===== src/rtl/afu_pkg.sv =====
package afu_pkg;

    localparam int ADDR_BYTES = 6;
    localparam int HASH_WORDS = 4;
    localparam int HASH_IDX_W = 7;
    localparam int MINLEN_W   = 8;
    localparam logic [31:0] CRC_POLY = 32'hEDB88320;

    localparam logic [2:0] REG_CTRL   = 3'd0;
    localparam logic [2:0] REG_UNI_HI = 3'd1;
    localparam logic [2:0] REG_UNI_A  = 3'd2;
    localparam logic [2:0] REG_UNI_B  = 3'd3;
    localparam logic [2:0] REG_HASH0  = 3'd4;

    typedef enum logic [1:0] {
        DROP_NONE      = 2'd0,
        DROP_UNI_MISS  = 2'd1,
        DROP_HASH_MISS = 2'd2,
        DROP_RUNT      = 2'd3
    } drop_e;

    typedef struct packed {
        logic [MINLEN_W-1:0] min_len;
        logic                runt_en;
        logic                mc_en;
        logic                uni_en;
    } filt_ctrl_t;

    typedef logic [HASH_WORDS-1:0][31:0] hash_tbl_t;

    // One byte of a reflected CRC-32, LSB of the byte first
    function automatic logic [31:0] crc_byte(input logic [31:0] c, input logic [7:0] d);
        logic [31:0] r;
        r = c;
        for (int b = 0; b < 8; b++) begin
            if (r[0] ^ d[b]) r = (r >> 1) ^ CRC_POLY;
            else             r = r >> 1;
        end
        return r;
    endfunction

endpackage


===== src/rtl/afu_frame_track.sv =====
module afu_frame_track
    import afu_pkg::*;
#(
    parameter int LEN_W = 16
) (
    input  logic             clk,
    input  logic             rst,
    input  logic             in_vld,
    input  logic             in_sof,
    input  logic             in_eof,
    input  logic [7:0]       in_data,
    output logic             eof_take,
    output logic [47:0]      dest_now,
    output logic [31:0]      crc_now,
    output logic [LEN_W-1:0] len_now
);

    logic             in_frame_q;
    logic [LEN_W-1:0] len_q;
    logic [LEN_W-1:0] base_len;
    logic [31:0]      crc_q;
    logic [31:0]      crc_base;
    logic             byte_take;
    logic [7:0]       dest_q    [ADDR_BYTES];
    logic [7:0]       dest_byte [ADDR_BYTES];

    assign byte_take = in_vld && (in_sof || in_frame_q);
    assign eof_take  = byte_take && in_eof;
    assign base_len  = in_sof ? '0 : len_q;
    assign len_now   = (&base_len) ? base_len : base_len + 1'b1;
    assign crc_base  = in_sof ? 32'hFFFF_FFFF : crc_q;
    assign crc_now   = (base_len < LEN_W'(ADDR_BYTES)) ? crc_byte(crc_base, in_data) : crc_base;

    for (genvar i = 0; i < ADDR_BYTES; i++) begin : g_dest
        assign dest_byte[i] = (byte_take && base_len == LEN_W'(i)) ? in_data
                            : (in_sof ? 8'h00 : dest_q[i]);
        assign dest_now[47-8*i -: 8] = dest_byte[i];

        always_ff @(posedge clk) begin
            if (rst)            dest_q[i] <= 8'h00;
            else if (byte_take) dest_q[i] <= dest_byte[i];
        end
    end

    always_ff @(posedge clk) begin
        if (rst) begin
            in_frame_q <= 1'b0;
            len_q      <= '0;
            crc_q      <= 32'hFFFF_FFFF;
        end else if (byte_take) begin
            in_frame_q <= !in_eof;
            len_q      <= len_now;
            crc_q      <= crc_now;
        end
    end


    len_nonzero_chk: assert property (@(posedge clk) disable iff (rst)
        in_frame_q |-> (len_q != '0));


    stray_ignored_chk: assert property (@(posedge clk) disable iff (rst)
        (!in_frame_q && !in_sof) |=> $stable(len_q));

endmodule


===== src/rtl/afu_cfg_regs.sv =====
module afu_cfg_regs
    import afu_pkg::*;
(
    input  logic        clk,
    input  logic        rst,
    input  logic        cfg_we,
    input  logic [2:0]  cfg_addr,
    input  logic [31:0] cfg_wdata,
    output filt_ctrl_t  ctrl_q,
    output logic [15:0] uni_hi_q,
    output logic [31:0] uni_a_q,
    output logic [31:0] uni_b_q,
    output hash_tbl_t   hash_q
);

    logic unused_wdata;
    assign unused_wdata = ^{cfg_wdata[31:16], cfg_wdata[7:3]};

    always_ff @(posedge clk) begin
        if (rst) begin
            ctrl_q   <= '0;
            uni_hi_q <= '0;
            uni_a_q  <= '0;
            uni_b_q  <= '0;
            hash_q   <= '0;
        end else if (cfg_we) begin
            case (cfg_addr)
                REG_CTRL: begin
                    ctrl_q.min_len <= cfg_wdata[15:8];
                    ctrl_q.runt_en <= cfg_wdata[2];
                    ctrl_q.mc_en   <= cfg_wdata[1];
                    ctrl_q.uni_en  <= cfg_wdata[0];
                end
                REG_UNI_HI: uni_hi_q <= cfg_wdata[15:0];
                REG_UNI_A:  uni_a_q  <= cfg_wdata;
                REG_UNI_B:  uni_b_q  <= cfg_wdata;
                default: begin
                    for (int w = 0; w < HASH_WORDS; w++) begin
                        if (cfg_addr == 3'(int'(REG_HASH0) + w)) hash_q[w] <= cfg_wdata;
                    end
                end
            endcase
        end
    end

endmodule


===== src/rtl/afu_verdict.sv =====
module afu_verdict
    import afu_pkg::*;
#(
    parameter int LEN_W = 16
) (
    input  logic             clk,
    input  logic             rst,
    input  logic             eof_take,
    input  filt_ctrl_t       ctrl,
    input  logic [15:0]      uni_hi,
    input  logic [31:0]      uni_a,
    input  logic [31:0]      uni_b,
    input  hash_tbl_t        hash_words,
    input  logic [47:0]      dest_now,
    input  logic [31:0]      crc_now,
    input  logic [LEN_W-1:0] len_now,
    output logic             vld_q,
    output logic             pass_q,
    output drop_e            code_q
);

    logic [HASH_IDX_W-1:0] hidx;
    logic  is_bcast, is_mc, hash_hit, uni_hit, is_runt;
    drop_e code_c;
    logic  unused_crc;

    assign unused_crc = ^{crc_now[31:30], crc_now[22:0]};
    assign hidx     = crc_now[29:23];
    assign is_bcast = &dest_now;
    assign is_mc    = dest_now[40];
    assign hash_hit = hash_words[hidx[6:5]][hidx[4:0]];
    assign uni_hit  = (dest_now == {uni_hi, uni_a}) || (dest_now == {uni_hi, uni_b});
    assign is_runt  = ctrl.runt_en && (len_now < LEN_W'(ctrl.min_len));

    always_comb begin
        if (is_runt)       code_c = DROP_RUNT;
        else if (is_bcast) code_c = DROP_NONE;
        else if (is_mc)    code_c = (ctrl.mc_en && !hash_hit) ? DROP_HASH_MISS : DROP_NONE;
        else               code_c = (ctrl.uni_en && !uni_hit) ? DROP_UNI_MISS : DROP_NONE;
    end

    always_ff @(posedge clk) begin
        if (rst) begin
            vld_q  <= 1'b0;
            pass_q <= 1'b0;
            code_q <= DROP_NONE;
        end else begin
            vld_q  <= eof_take;
            pass_q <= eof_take && (code_c == DROP_NONE);
            code_q <= eof_take ? code_c : DROP_NONE;
        end
    end


    idle_quiet_chk: assert property (@(posedge clk) disable iff (rst)
        !vld_q |-> (!pass_q && code_q == DROP_NONE));


    all_off_pass_chk: assert property (@(posedge clk) disable iff (rst)
        $past(eof_take && !rst && ctrl == '0) |-> (vld_q && pass_q));


    uni_gate_chk: assert property (@(posedge clk) disable iff (rst)
        (vld_q && code_q == DROP_UNI_MISS) |-> $past(ctrl.uni_en));


    hash_gate_chk: assert property (@(posedge clk) disable iff (rst)
        (vld_q && code_q == DROP_HASH_MISS) |-> $past(ctrl.mc_en));


    runt_gate_chk: assert property (@(posedge clk) disable iff (rst)
        (vld_q && code_q == DROP_RUNT) |-> $past(ctrl.runt_en));


    bcast_pass_chk: assert property (@(posedge clk) disable iff (rst)
        $past(eof_take && !rst && (&dest_now) && !ctrl.runt_en) |-> pass_q);

endmodule


===== src/rtl/rx_addr_filter.sv =====
module rx_addr_filter
    import afu_pkg::*;
#(
    parameter int LEN_W = 16
) (
    input  logic        clk,
    input  logic        rst,
    input  logic        cfg_we,
    input  logic [2:0]  cfg_addr,
    input  logic [31:0] cfg_wdata,
    input  logic        rx_vld,
    input  logic        rx_sof,
    input  logic        rx_eof,
    input  logic [7:0]  rx_data,
    output logic        verdict_vld,
    output logic        verdict_pass,
    output logic [1:0]  verdict_code
);

    logic             eof_take;
    logic [47:0]      dest_now;
    logic [31:0]      crc_now;
    logic [LEN_W-1:0] len_now;
    filt_ctrl_t       ctrl_q;
    logic [15:0]      uni_hi_q;
    logic [31:0]      uni_a_q, uni_b_q;
    hash_tbl_t        hash_q;
    drop_e            code_q;

    afu_frame_track #(.LEN_W(LEN_W)) trk_i (
        .clk(clk), .rst(rst),
        .in_vld(rx_vld), .in_sof(rx_sof), .in_eof(rx_eof), .in_data(rx_data),
        .eof_take(eof_take), .dest_now(dest_now), .crc_now(crc_now), .len_now(len_now)
    );

    afu_cfg_regs regs_i (
        .clk(clk), .rst(rst),
        .cfg_we(cfg_we), .cfg_addr(cfg_addr), .cfg_wdata(cfg_wdata),
        .ctrl_q(ctrl_q), .uni_hi_q(uni_hi_q), .uni_a_q(uni_a_q), .uni_b_q(uni_b_q),
        .hash_q(hash_q)
    );

    afu_verdict #(.LEN_W(LEN_W)) vrd_i (
        .clk(clk), .rst(rst),
        .eof_take(eof_take), .ctrl(ctrl_q),
        .uni_hi(uni_hi_q), .uni_a(uni_a_q), .uni_b(uni_b_q), .hash_words(hash_q),
        .dest_now(dest_now), .crc_now(crc_now), .len_now(len_now),
        .vld_q(verdict_vld), .pass_q(verdict_pass), .code_q(code_q)
    );

    assign verdict_code = code_q;

endmodule


===== config.mk =====
export PLATFORM = sky130hd
export DESIGN_NAME = rx_addr_filter
export DESIGN_NICKNAME = d
export VERILOG_FILES = /design/src/rtl/afu_pkg.sv /design/src/rtl/afu_frame_track.sv /design/src/rtl/afu_cfg_regs.sv /design/src/rtl/afu_verdict.sv /design/src/rtl/rx_addr_filter.sv
export SDC_FILE = /design/constraint.sdc
export NUM_CORES = 1
export LEC_CHECK = 0
export CORE_MARGIN = 2
export CORE_UTILIZATION = 54
export CTS_CLUSTER_DIAMETER = 40
export DETAILED_ROUTE_END_ITERATION = 8
export GPL_TIMING_DRIVEN = 0
export HOLD_SLACK_MARGIN = 0.05
export PLACE_DENSITY = 0.81
export REMOVE_ABC_BUFFERS = 1
export SLEW_MARGIN = 0
export SYNTH_ARGS = -nofsm -noshare
export SYNTH_HDL_FRONTEND = slang
export SYNTH_SLANG_ARGS = --single-unit

===== constraint.sdc =====
create_clock -name clk -period 5.5 [get_ports clk]
set_clock_uncertainty 0.15 [all_clocks]
set_input_delay 1.65 -clock clk [delete_from_list [all_inputs] [get_ports clk]]
set_output_delay 1.65 -clock clk [all_outputs]
set_load 0.1 [all_outputs]

==> summary.md <==
| Metric | Value |
|---|---|
| Clock root cell | `clkbuf_16` |
| Hold path depth | `2` |
| Power Dens Cells | `351.5 mW/mm2` |
| # rows | `64` |
| Final Slew Violations | `0` |
| Worst rel slew slack | `5.434%` |
| Mux contribution to synthesized area | `7.602%` |
| Max cap viols | `0` |
| Clock Sinks | `320` |
| Drt wl/cell | `19.26 um` |
| R2R Setup Slk | `0.81 ns` |
| R2R cell count | `15` |
| Largest family of logic cells by synthesized area | `simple AND/OR/NAND/NOR gates` |
| Simple-Gate Fraction of Synth Area | `21.90%` |
| Most frequent cells in the layout | `491 x nand2_1, 275 x a21oi_1, 272 x dfxtp_1` |
| Post-CTS Hold Buffers | `0` |
| Synth cell types | `67` |
| Largest net degree at the start of global routing | `138` |
| CP cell instances | `dlygate4sd2_1, xnor2_1, or3_1, o211a_1, or4_1, a21o_1, a21oi_1, a22oi_1, nand3_1, o2111ai_1, nand4_1, buf_4, nor3b_2` |
| Chip Width | `178.8 um` |
| Crit Path Class | `in2reg` |
| DIE HEIGHT | `178.8 um` |
| Port bufs | `52` |
| Number of I/O pins | `53` |
| Vias in the first global route | `14020` |
| Final WL | `46790 um` |
| Final hold vios | `0` |
| Clock transition at path regs | `0.06 ns` |
| Seq/Total Area, Yosys | `41.72%` |
| Worst VDD drop | `277.9 uV` |
| Overflow after GRT | `0` |
| Crit-path max FO | `12` |
| Number of flops mapped to enable cells by yosys | `48` |
| Vias | `14630` |
| Synthesized flop and latch total | `320` |
| Syn. warnings | `0` |
| Synth Area in XOR/XNOR | `8.921%` |
| Fin crit period | `5.326 ns` |
| Layout area overhead | `13.88%` |
| GP Congestion | `0.9164` |
| Worst-Skew Late Latency | `0.54 ns` |
| Compound-cell area share of the yosys netlist | `14.86%` |
| Setup violators final | `0` |
| CP Launch Type | `primary input` |
| Most common cell after layout, fill and taps aside | `nand2_1` |
| Initial antenna violation count | `0` |
| Layout cell share with drive strength beyond 1 | `7.325%` |
| Outcome | `finished clean` |
| Ys flop type | `dfxtp_1` |
| Starting Density | `54.39%` |
| Overall routing resource usage | `29.08%` |
| Post-route DRC | `0` |
| CORE AREA | `0.03035 mm2` |
| Antenna diode count | `0` |
| DR pass1 iterations | `8` |
| Maximum clock path buffer count | `3` |
| TritonCTS buffer count | `41` |
| CP max-delay cell | `dlygate4sd2_1` |
| Synth Instances | `2040` |
| Hold Path End | `regs_i.hash_q[127]` |
| CTS H-tree depth | `2` |
| Fmax | `187.8 MHz` |
| WP data arrival | `5.65 ns` |
| HP Start | `regs_i.hash_q[127]` |
| DIE AREA | `0.03199 mm2` |
| Worst Hold Class | `reg2reg` |
| Pleak | `6.556 nW` |
| Placement-stage cell area | `0.01726 mm2` |
| Max incr delay on CP | `0.69 ns` |
| CP Capture Type | `register` |
| Syn Area/Cell | `8.092 um2` |
| Async set-reset flop share out of synthesis | `0%` |
| Power Total | `6.607 mW` |
| Post-Synthesis Cell Area | `0.01651 mm2` |
| Adder and majority gate portion of the synthesized area | `0.5305%` |
| Fin crit share | `96.84%` |
| CP Data Required Time | `5.82 ns` |
| Critical R2R Capture | `vrd_i.pass_q` |
| RSZ-0062 raised after global routing | `false` |
| First-pass GRT wire length | `73110 um` |
| Setup TNS Final | `0 ns` |
| Post-layout net count | `2059` |
| Final ANT Viol Nets | `0` |
| Final instance area | `0.01880 mm2` |
| Vias/cell | `6.022` |
| R2r startpoint | `trk_i.len_q[4]` |
| CTS tree | `yes` |
| Worst-Margin Slew | `1.415 ns` |
| Detailed placement HPWL | `30260 um` |
| DRT iter0 DRCs | `1670` |
## worst max path at each step
stage / slack (ns) / endpoint / startpoint
after floorplan: -3.50 / vrd_i.pass_q / rx_sof
after global placement: -10.90 / vrd_i.pass_q / rx_sof
after detailed placement: -1.43 / vrd_i.pass_q / rx_data[0]
after CTS: 0.04 / vrd_i.pass_q / rx_data[5]
after global routing: 0.08 / vrd_i.code_q[0] / rx_sof
final: 0.17 / vrd_i.pass_q / rx_data[7]
## cells in the mapped netlist, drive strengths merged (22+ instances only)
| cell | n | area share [%] |
|---|---|---|
| nand3 | 35 | 1.1 |
| buf | 26 | 0.95 |
| inv | 22 | 0.50 |
| dfxtp | 272 | 33 |
| clkbuf | 129 | 3.0 |
| mux2i | 120 | 7.6 |
| nand2 | 492 | 11 |
| nor2 | 144 | 3.3 |
| nor3 | 23 | 0.70 |
| edfxtp | 48 | 8.7 |
| o21ai | 36 | 1.1 |
| xnor2 | 102 | 5.4 |
| a21oi | 277 | 8.4 |
| a211o | 28 | 1.5 |
| xor2 | 53 | 2.8 |
| nand4 | 30 | 1.1 |
| nor2b | 29 | 1.1 |
## registers in the layout (all words and copies together), names as in the netlist
name and count:
regs_i.uni_hi_q 16, trk_i.len_q 16, regs_i.uni_b_q 32, vrd_i.pass_q 1
regs_i.uni_a_q 32, regs_i.hash_q 128, regs_i.ctrl_q 11, vrd_i.vld_q 1
trk_i.crc_q 32, trk_i.dest_q 48, vrd_i.code_q 2, trk_i.in_frame_q 1
## critical path: cells and delay by family
kind                   cells  cell delay (ns)
XOR/XNOR                   1             0.15
AO/OA/AOI/OAI              5             1.46
AND/OR/NAND/NOR            5             1.52
buffers and inverters      2             0.86
## stage by stage
| stage | hold slack [ns] | setup slack, ns | instances | utilization, % |
|---|---|---|---|---|
| 6_report | 0.3038 | 0.1738 | 2430 | 61.94 |
| 5_1_grt | 0.3200 | 0.08394 | 2430 | 61.94 |
| 4_1_cts | 0.3023 | 0.04181 | 2429 | 61.85 |
| 3_5_place_dp | 0.2937 | -1.427 | 2348 | 56.88 |
| 3_3_place_gp | 0.2883 | -10.90 | 2333 | 55.59 |
| 2_1_floorplan | 0.2757 | -3.505 | 1885 | - |
## timing repair
action	in CTS	in global routing
gates resized for setup	19	12
gates cloned	1	0
buffers inserted	6	1
pin swaps	1	1
setup endpoints to repair	3	3
## routing by layer
| metal | share of wire (%) | routed length (um) | GRT usage (%) |
|---|---|---|---|
| met1 | 39 | 18420 | 35.79 |
| met2 | 47 | 22170 | 48.33 |
| met3 | 9.3 | 4358 | 6.531 |
| met5 | 0 | 0 | 0 |
| met4 | 3.9 | 1836 | 13.65 |
## report_power, final
part / internal, mW / total, mW / switching (mW) / leakage (nW)
Clock: 1.67 / 2.75 / 1.08 / 0.700
Sequential: 2.46 / 2.53 / 0.0651 / 2.72
Combinational: 0.525 / 1.33 / 0.803 / 3.13
Total: 4.66 / 6.61 / 1.95 / 6.56
## final cells by class
| type | count | area [um2] |
|---|---|---|
| timing repair buffer | 74 | 847.1 |
| fill | 2479 | 11550 |
| tap | 396 | 495.5 |
| clock buffer | 50 | 1164 |
| sequential | 320 | 6887 |
| multi-input combinational | 1543 | 9059 |
| timing repair inverter | 1 | 5.005 |
| clock inverter | 24 | 256.5 |
| inverter | 22 | 86.33 |
## logic make-up after synthesis
family                     after synthesis
AOI/OAI and AO/OA                      423
muxes                                  120
adders and majority gates                7
xor gates and xnor gates               160
DFF                                    320
and+or+nand+nor                        833
buffers and inverters                  177
Power figures use the tool's default switching activity.
